--- config.mk ---
export PLATFORM = sky130hd
export DESIGN_NAME = pbk_dma_irq_ctl
export DESIGN_NICKNAME = d
export VERILOG_FILES = /design/src/rtl/pbk_pkg.sv /design/src/rtl/pbk_run_ctl.sv /design/src/rtl/pbk_byte_cnt.sv /design/src/rtl/pbk_irq_ctl.sv /design/src/rtl/pbk_dma_irq_ctl.sv
export SDC_FILE = /design/constraint.sdc
export NUM_CORES = 1
export LEC_CHECK = 0
export ABC_AREA = 1
export BUFFER_PORTS_ARGS = -buffer_cell sky130_fd_sc_hd__buf_4
export CAP_MARGIN = 20
export CORE_MARGIN = 5
export CORE_UTILIZATION = 59
export CTS_CLUSTER_DIAMETER = 120
export DETAILED_ROUTE_END_ITERATION = 8
export GPL_TIMING_DRIVEN = 0
export HOLD_SLACK_MARGIN = 0.02
export PLACE_DENSITY_LB_ADDON = 0.1
export SETUP_SLACK_MARGIN = 0.02
export SYNTH_ARGS = -nofsm -noshare
export SYNTH_HDL_FRONTEND = slang
export SYNTH_SLANG_ARGS = --single-unit
--- constraint.sdc ---
create_clock -name clk -period 3.5 [get_ports clk]
set_clock_uncertainty 0.1 [all_clocks]
set_input_delay 0 -clock clk [delete_from_list [all_inputs] [get_ports clk]]
set_output_delay 0 -clock clk [all_outputs]
set_load 0.03 [all_outputs]
--- src/rtl/pbk_pkg.sv ---
package pbk_pkg;

    localparam int FRAME_BITS = 16;
    localparam int SHIFT_W    = 2;
    localparam int MAX_SHIFT  = (1 << SHIFT_W) - 1;
    localparam int CNT_W      = FRAME_BITS + MAX_SHIFT;

    typedef logic [CNT_W-1:0] byte_cnt_t;

    typedef struct packed {
        logic play_en;
        logic pio_mode;
        logic irq_en;
        logic fmt_ok;
    } pbk_cfg_t;

    typedef struct packed {
        logic hit;
        logic counted;
    } cnt_evt_t;

    typedef struct packed {
        logic stat_wr;
        logic flag_wr;
        logic flag_wdata;
    } clr_req_t;

    function automatic byte_cnt_t term_bytes(input logic [FRAME_BITS-1:0] frames,
                                             input logic [SHIFT_W-1:0] shift);
        byte_cnt_t t;
        t = byte_cnt_t'(frames) << shift;
        if (t == '0) begin
            t = byte_cnt_t'(1);
        end
        return t;
    endfunction

endpackage

--- src/rtl/pbk_run_ctl.sv ---
module pbk_run_ctl
    import pbk_pkg::*;
(
    input  logic     clk,
    input  logic     rst,
    input  pbk_cfg_t cfg,
    output logic     run,
    output logic     start
);

    logic run_q;
    logic run_d;

    always_comb begin
        start = !run_q && cfg.play_en && !cfg.pio_mode && cfg.fmt_ok;
        run_d = run_q;
        if (!cfg.fmt_ok || !cfg.play_en) begin
            run_d = 1'b0;
        end else if (start) begin
            run_d = 1'b1;
        end
    end

    always_ff @(posedge clk) begin
        if (rst) begin
            run_q <= 1'b0;
        end else begin
            run_q <= run_d;
        end
    end

    assign run = run_q;

    AST_FMT_RELEASE: assert property (@(posedge clk) disable iff (rst)
        !cfg.fmt_ok |=> !run_q);
    AST_PIO_NO_START: assert property (@(posedge clk) disable iff (rst)
        (!run_q && cfg.pio_mode) |=> !run_q);

endmodule

--- src/rtl/pbk_byte_cnt.sv ---
module pbk_byte_cnt
    import pbk_pkg::*;
(
    input  logic                  clk,
    input  logic                  rst,
    input  logic                  run,
    input  logic                  start,
    input  logic                  irq_en,
    input  logic                  byte_tick,
    input  logic [FRAME_BITS-1:0] frames,
    input  logic [SHIFT_W-1:0]    shift,
    output cnt_evt_t              evt
);

    localparam byte_cnt_t ONE = byte_cnt_t'(1);

    byte_cnt_t cnt_q;
    byte_cnt_t cnt_inc;
    byte_cnt_t term;

    always_comb begin
        term        = term_bytes(frames, shift);
        cnt_inc     = cnt_q + ONE;
        evt.counted = run && byte_tick;
        evt.hit     = evt.counted && irq_en && (cnt_inc >= term);
    end

    always_ff @(posedge clk) begin
        if (rst) begin
            cnt_q <= '0;
        end else if (start || evt.hit) begin
            cnt_q <= '0;
        end else if (evt.counted) begin
            cnt_q <= cnt_inc;
        end
    end

    AST_START_ZERO: assert property (@(posedge clk) disable iff (rst)
        start |=> (cnt_q == '0));
    AST_IDLE_HOLD: assert property (@(posedge clk) disable iff (rst)
        (!run && !start) |=> $stable(cnt_q));
    AST_HIT_RESTART: assert property (@(posedge clk) disable iff (rst)
        evt.hit |=> (cnt_q == '0));

endmodule

--- src/rtl/pbk_irq_ctl.sv ---
module pbk_irq_ctl
    import pbk_pkg::*;
(
    input  logic     clk,
    input  logic     rst,
    input  logic     hit,
    input  clr_req_t clr,
    output logic     pend,
    output logic     flag
);

    logic pend_q;
    logic flag_q;
    logic flag_ack;

    always_comb begin
        flag_ack = clr.flag_wr && !clr.flag_wdata && flag_q;
    end

    always_ff @(posedge clk) begin
        if (rst) begin
            pend_q <= 1'b0;
            flag_q <= 1'b0;
        end else begin
            if (hit) begin
                pend_q <= 1'b1;
            end else if (clr.stat_wr || flag_ack) begin
                pend_q <= 1'b0;
            end
            if (hit) begin
                flag_q <= 1'b1;
            end else if (clr.stat_wr) begin
                flag_q <= 1'b0;
            end else if (clr.flag_wr) begin
                flag_q <= clr.flag_wdata;
            end
        end
    end

    assign pend = pend_q;
    assign flag = flag_q;

    AST_HIT_SETS: assert property (@(posedge clk) disable iff (rst)
        hit |=> (pend_q && flag_q));
    AST_STAT_CLR: assert property (@(posedge clk) disable iff (rst)
        (clr.stat_wr && !hit) |=> (!pend_q && !flag_q));
    AST_FLAG_SET_KEEPS: assert property (@(posedge clk) disable iff (rst)
        (clr.flag_wr && clr.flag_wdata && !clr.stat_wr && !hit) |=> $stable(pend_q));

endmodule

--- src/rtl/pbk_dma_irq_ctl.sv ---
module pbk_dma_irq_ctl
    import pbk_pkg::*;
(
    input  logic       clk,
    input  logic       rst,
    input  logic       play_en,
    input  logic       pio_mode,
    input  logic       irq_en,
    input  logic       fmt_ok,
    input  logic [7:0] cnt_hi,
    input  logic [7:0] cnt_lo,
    input  logic [1:0] frame_shift,
    input  logic       byte_tick,
    input  logic       stat_wr,
    input  logic       flag_wr,
    input  logic       flag_wdata,
    output logic       dma_req,
    output logic       irq,
    output logic       int_status,
    output logic       play_flag
);

    pbk_cfg_t cfg;
    clr_req_t clr;
    cnt_evt_t evt;
    logic     run;
    logic     start;
    logic     pend;

    assign cfg = '{play_en: play_en, pio_mode: pio_mode, irq_en: irq_en, fmt_ok: fmt_ok};
    assign clr = '{stat_wr: stat_wr, flag_wr: flag_wr, flag_wdata: flag_wdata};

    pbk_run_ctl u_run (
        .clk   (clk),
        .rst   (rst),
        .cfg   (cfg),
        .run   (run),
        .start (start)
    );

    pbk_byte_cnt u_cnt (
        .clk       (clk),
        .rst       (rst),
        .run       (run),
        .start     (start),
        .irq_en    (irq_en),
        .byte_tick (byte_tick),
        .frames    ({cnt_hi, cnt_lo}),
        .shift     (frame_shift),
        .evt       (evt)
    );

    pbk_irq_ctl u_irq (
        .clk  (clk),
        .rst  (rst),
        .hit  (evt.hit),
        .clr  (clr),
        .pend (pend),
        .flag (play_flag)
    );

    assign dma_req    = run;
    assign irq        = pend;
    assign int_status = pend;

    AST_RESET_IDLE: assert property (@(posedge clk)
        rst |=> (!dma_req && !irq && !play_flag));
    AST_NO_EVT_IDLE: assert property (@(posedge clk) disable iff (rst)
        !dma_req |-> !evt.hit);
    AST_NO_IRQ_DISABLED: assert property (@(posedge clk) disable iff (rst)
        (!irq_en && !irq && !stat_wr) |=> !irq);

endmodule

==> results.py <==
metrics = {
    "outcome": {
        "outcome": "finished, final reports clean",
    },
    "power": {
        "total_power_per_unit_cell_area_nw_per_um2": 202,
        "total_leakage_power_nw": 1.32,
        "irDropWorstVdd_v": 0.000196,
    },
    "drt": {
        "drt_first_iter_violations": 170,
        "postRouteAntennaNets": 0,
        "drt_wl_total_um": 5880,
        "drtPass1Iterations": 4,
        "detail_routed_via_count_per_cell": 5.16,
        "drc_violations_left": 0,
        "drt-wirelength-per-cell_um": 11.9,
        "total_via_count_in_the_routed_design": 2552,
    },
    "yosys": {
        "synth_seq_cells": 22,
        "synthDominantCellAreaShare_pct": 19.9,
        "synth.top_cells.by_area": "nand2_1 (20%), dfxtp_1 (18%), ha_1 (10%), nor2_1 (8.3%), inv_1 (7.9%)",
        "mappedNetlistNets": 454,
        "post_synth_instance_area_um2": 2390,
        "synthDistinctLibCells": 32,
        "synth_top_cell_by_area": "nand2_1",
        "yosys_warnings": 0,
        "seq_area_frac_synth_pct": 18.4,
        "syn_inst": 406,
        "synthesized_area_per_cell_um2": 5.89,
    },
    "global_route": {
        "grt_pass1_vias": 2240,
        "globalRoute.totalOverflow": 0,
        "grt_overall_usage_pct": 23.4,
        "global_route_wire_length_before_repair_um": 10100,
        "antenna_found_initial": 0,
        "grt_start_max_net_pins": 12,
    },
    "setup_path": {
        "timing.critical_path.buf_inv": 1,
        "rr_startpoint": "u_cnt.cnt_q[0]",
        "critical-path-top-delay-family": "simple AND/OR/NAND/NOR gates",
        "cell_breakdown_of_the_critical_path": "ha_1 > nand2_2 > nor2_2 > nand2_1 > nor2_1 > nand3_1 > and2_1 > ha_1 > nand2_1 > nor2_2 > nand2_1 > nor2_1 > a21oi_1 > nand3_1 > nand2_2 > a21oi_1 > dlygate4sd3_1",
        "critical_path_maximum_fanout": 6,
        "cp-end-kind": "flip-flop",
        "ff2ff_setup_slack_ns": 0.28,
        "crit_path_frequent_cell": "nand2_1",
        "worst-endpoint-arrival_ns": 3.33,
        "cpPeakStageDelay_ns": 0.56,
        "crit_start": "u_cnt.cnt_q[0]",
        "cp.required_ns": 3.61,
        "cp-start-kind": "flip-flop",
        "cp_max_delay_cell": "dlygate4sd3_1",
        "path_class": "flip-flop to flip-flop",
    },
    "cts": {
        "clock_tree.htree_level_count": 1,
        "root_cell_of_the_clock_tree": "clkbuf_8",
        "post_cts.repair.setup_buffers": 0,
        "tritoncts.num_buffers": 3,
        "clock_tree.buffer_depth": 2,
        "cts.sink_count": 22,
        "clk_latency_ns": 0.26,
        "clock_pin_slew_on_the_worst_setup_and_hold_paths_ns": 0.08,
        "cts_tree": "built",
    },
    "final_layout": {
        "final_util_pct": 70.0,
        "flow.area_growth_from_synthesis_pct": 16.3,
        "insertedDiodeCount": 0,
        "finalNetCount": 495,
        "post_route_cells_drive_above_1_share_pct": 15.7,
    },
    "timing": {
        "worst_hold_slack_after_final_layout_ns": 0.0443,
        "postLayoutSetupSlackWorst_ns": 0.281,
        "setup-tns-final_ns": 0,
        "fmax_ghz": 0.311,
        "layout_min_cycle_time_ns": 3.22,
        "rsz0062_at_grt": "no",
        "tightest_slew_margin_relative_to_the_limit_pct": 70.8,
        "timing_hold_violations_final": 0,
        "worst_slew_pin_slew_ns": 0.439,
        "drv_slew": 0,
        "fin_crit_sh_pct": 92.0,
        "setup_viol": 0,
    },
    "placed_design": {
        "port-buffer-count": 30,
        "dp_slack_ns": 0.475,
        "gp_routability_congestion": 0.970,
        "hpwlAfterDp_um": 4740,
    },
    "floorplan": {
        "die-area_um2": 5420,
        "io_pins": 32,
        "initial_utilization_pct": 60.2,
        "die_h_um": 73.6,
        "core_area_um2": 3970,
        "die_width_um": 73.6,
        "num_rows": 23,
    },
    "hold_path": {
        "hold_crit_path_type": "input port to flip-flop",
        "timing.hold.worst.start": "irq_en",
    },
    "job": {
        "maxCapViolCount": 0,
    },
}
cells in the final DEF, fill, tap and decap left out:
cell           instances
nand2_4                1
and2_1                 8
o21bai_2               1
nand3_2                1
o21bai_1               1
buf_2                  1
a21o_1                 1
nor2_2                 4
inv_2                  5
a211oi_1               1
buf_6                  5
a21oi_1               12
nor2_4                 1
o21ai_1               12
inv_1                 50
nor2_1                53
clkbuf_8               3
nand3b_1               1
nand2_1              127
nand4_1                2
clkbuf_1               1
dfxtp_2                1
o21a_1                 1
xor2_1                11
inv_4                  1
buf_4                 34
ha_1                  20
o21ai_0               15
nand2_2                7
nand3_1               28
dfxtp_1               21
nor3_4                 1
o21ai_2                4
nor3_1                 4
dlygate4sd3_1          6
area by class of cell:
class                      count  area [um^2]
inverter                      56          213
multi-input combinational    317         1640
sequential                    22          442
tap                           50         62.6
buffer                        11         95.1
clock buffer                   3         41.3
fill                         382         1190
timing repair buffer          36          285
stage by stage:
stage | total power [mW] | cells | cell area [um^2]
after floorplan | 0.352 | 406 | 2390
after detailed placement | 0.401 | 486 | 2680
final | 0.560 | 495 | 2780
after CTS | 0.563 | 495 | 2780
after global routing | 0.595 | 495 | 2780
after global placement | 0.398 | 486 | 2680
final timing paths:
| check | endpoint | cells past startpoint |
|---|---|---|
| hold reg to reg | u_cnt.cnt_q[17] | 4 |
| setup reg to reg | u_irq.flag | 17 |
| setup / recovery | u_irq.flag | 17 |
| hold / removal | u_irq.pend | 5 |
logic make-up (layout without fill, tap and decap cells):
kind of cell / count (synthesis) / count (layout) / share of synthesized area, %
and+or+nand+nor: 238 / 238 / 42.8
buffers and inverters: 67 / 106 / 12.9
xor gates and xnor gates: 11 / 11 / 4.03
DFF: 22 / 22 / 18.4
AOI/OAI and AO/OA: 48 / 48 / 11.4
adders and majority gates: 20 / 20 / 10.5
sequential cells by signal, summed over array words and instances (netlist names):
signal	cells
u_cnt.cnt_q	19
u_irq.flag	1
u_irq.pend	1
u_run.run	1
worst register-to-register path: stages (launching register included):
cell           delay (ns)
dfxtp_2              0.42
ha_1                 0.21
nand2_2              0.10
nor2_2               0.16
nand2_1              0.12
nor2_1               0.14
nand3_1              0.10
and2_1               0.17
ha_1                 0.30
nand2_1              0.08
nor2_2               0.10
nand2_1              0.08
nor2_1               0.14
a21oi_1              0.08
nand3_1              0.08
nand2_2              0.09
a21oi_1              0.13
dlygate4sd3_1        0.56
per-layer routing:
| metal | GRT usage [%] | share of wire, % | vias up |
|---|---|---|---|
| met2 | 37.5 | 45 | 66 |
| met1 | 32.9 | 47 | 1121 |
| met4 | 5.84 | 1.6 | 0 |
| li1 | - | - | 1355 |
| met5 | 0 | 0 | - |
| met3 | 3.01 | 6.2 | 10 |
repair_timing:
item                                   in CTS  in global routing
resized for setup                           0                  1
endpoints found under the hold margin       3                  0
hold buffers                                6                  0
setup endpoints to repair                   0                  1
Yosys cell counts, drive strengths merged:
library cell,number
nand2,135
nor2,58
inv,56
o21ai,31
nand3,29
dfxtp,22
ha,20
a21oi,12
xor2,11
buf,10
and2,8
nor3,5
nand4,2
o21bai,2
a211oi,1
a21o,1
clkbuf,1
nand3b,1
o21a,1
power by group:
part | internal (mW) | switching (mW)
registers | 0.251 | 0.00132
logic | 0.0645 | 0.0842
clock network | 0.0769 | 0.0824
Note: power is estimated with default switching activity, not from simulation.
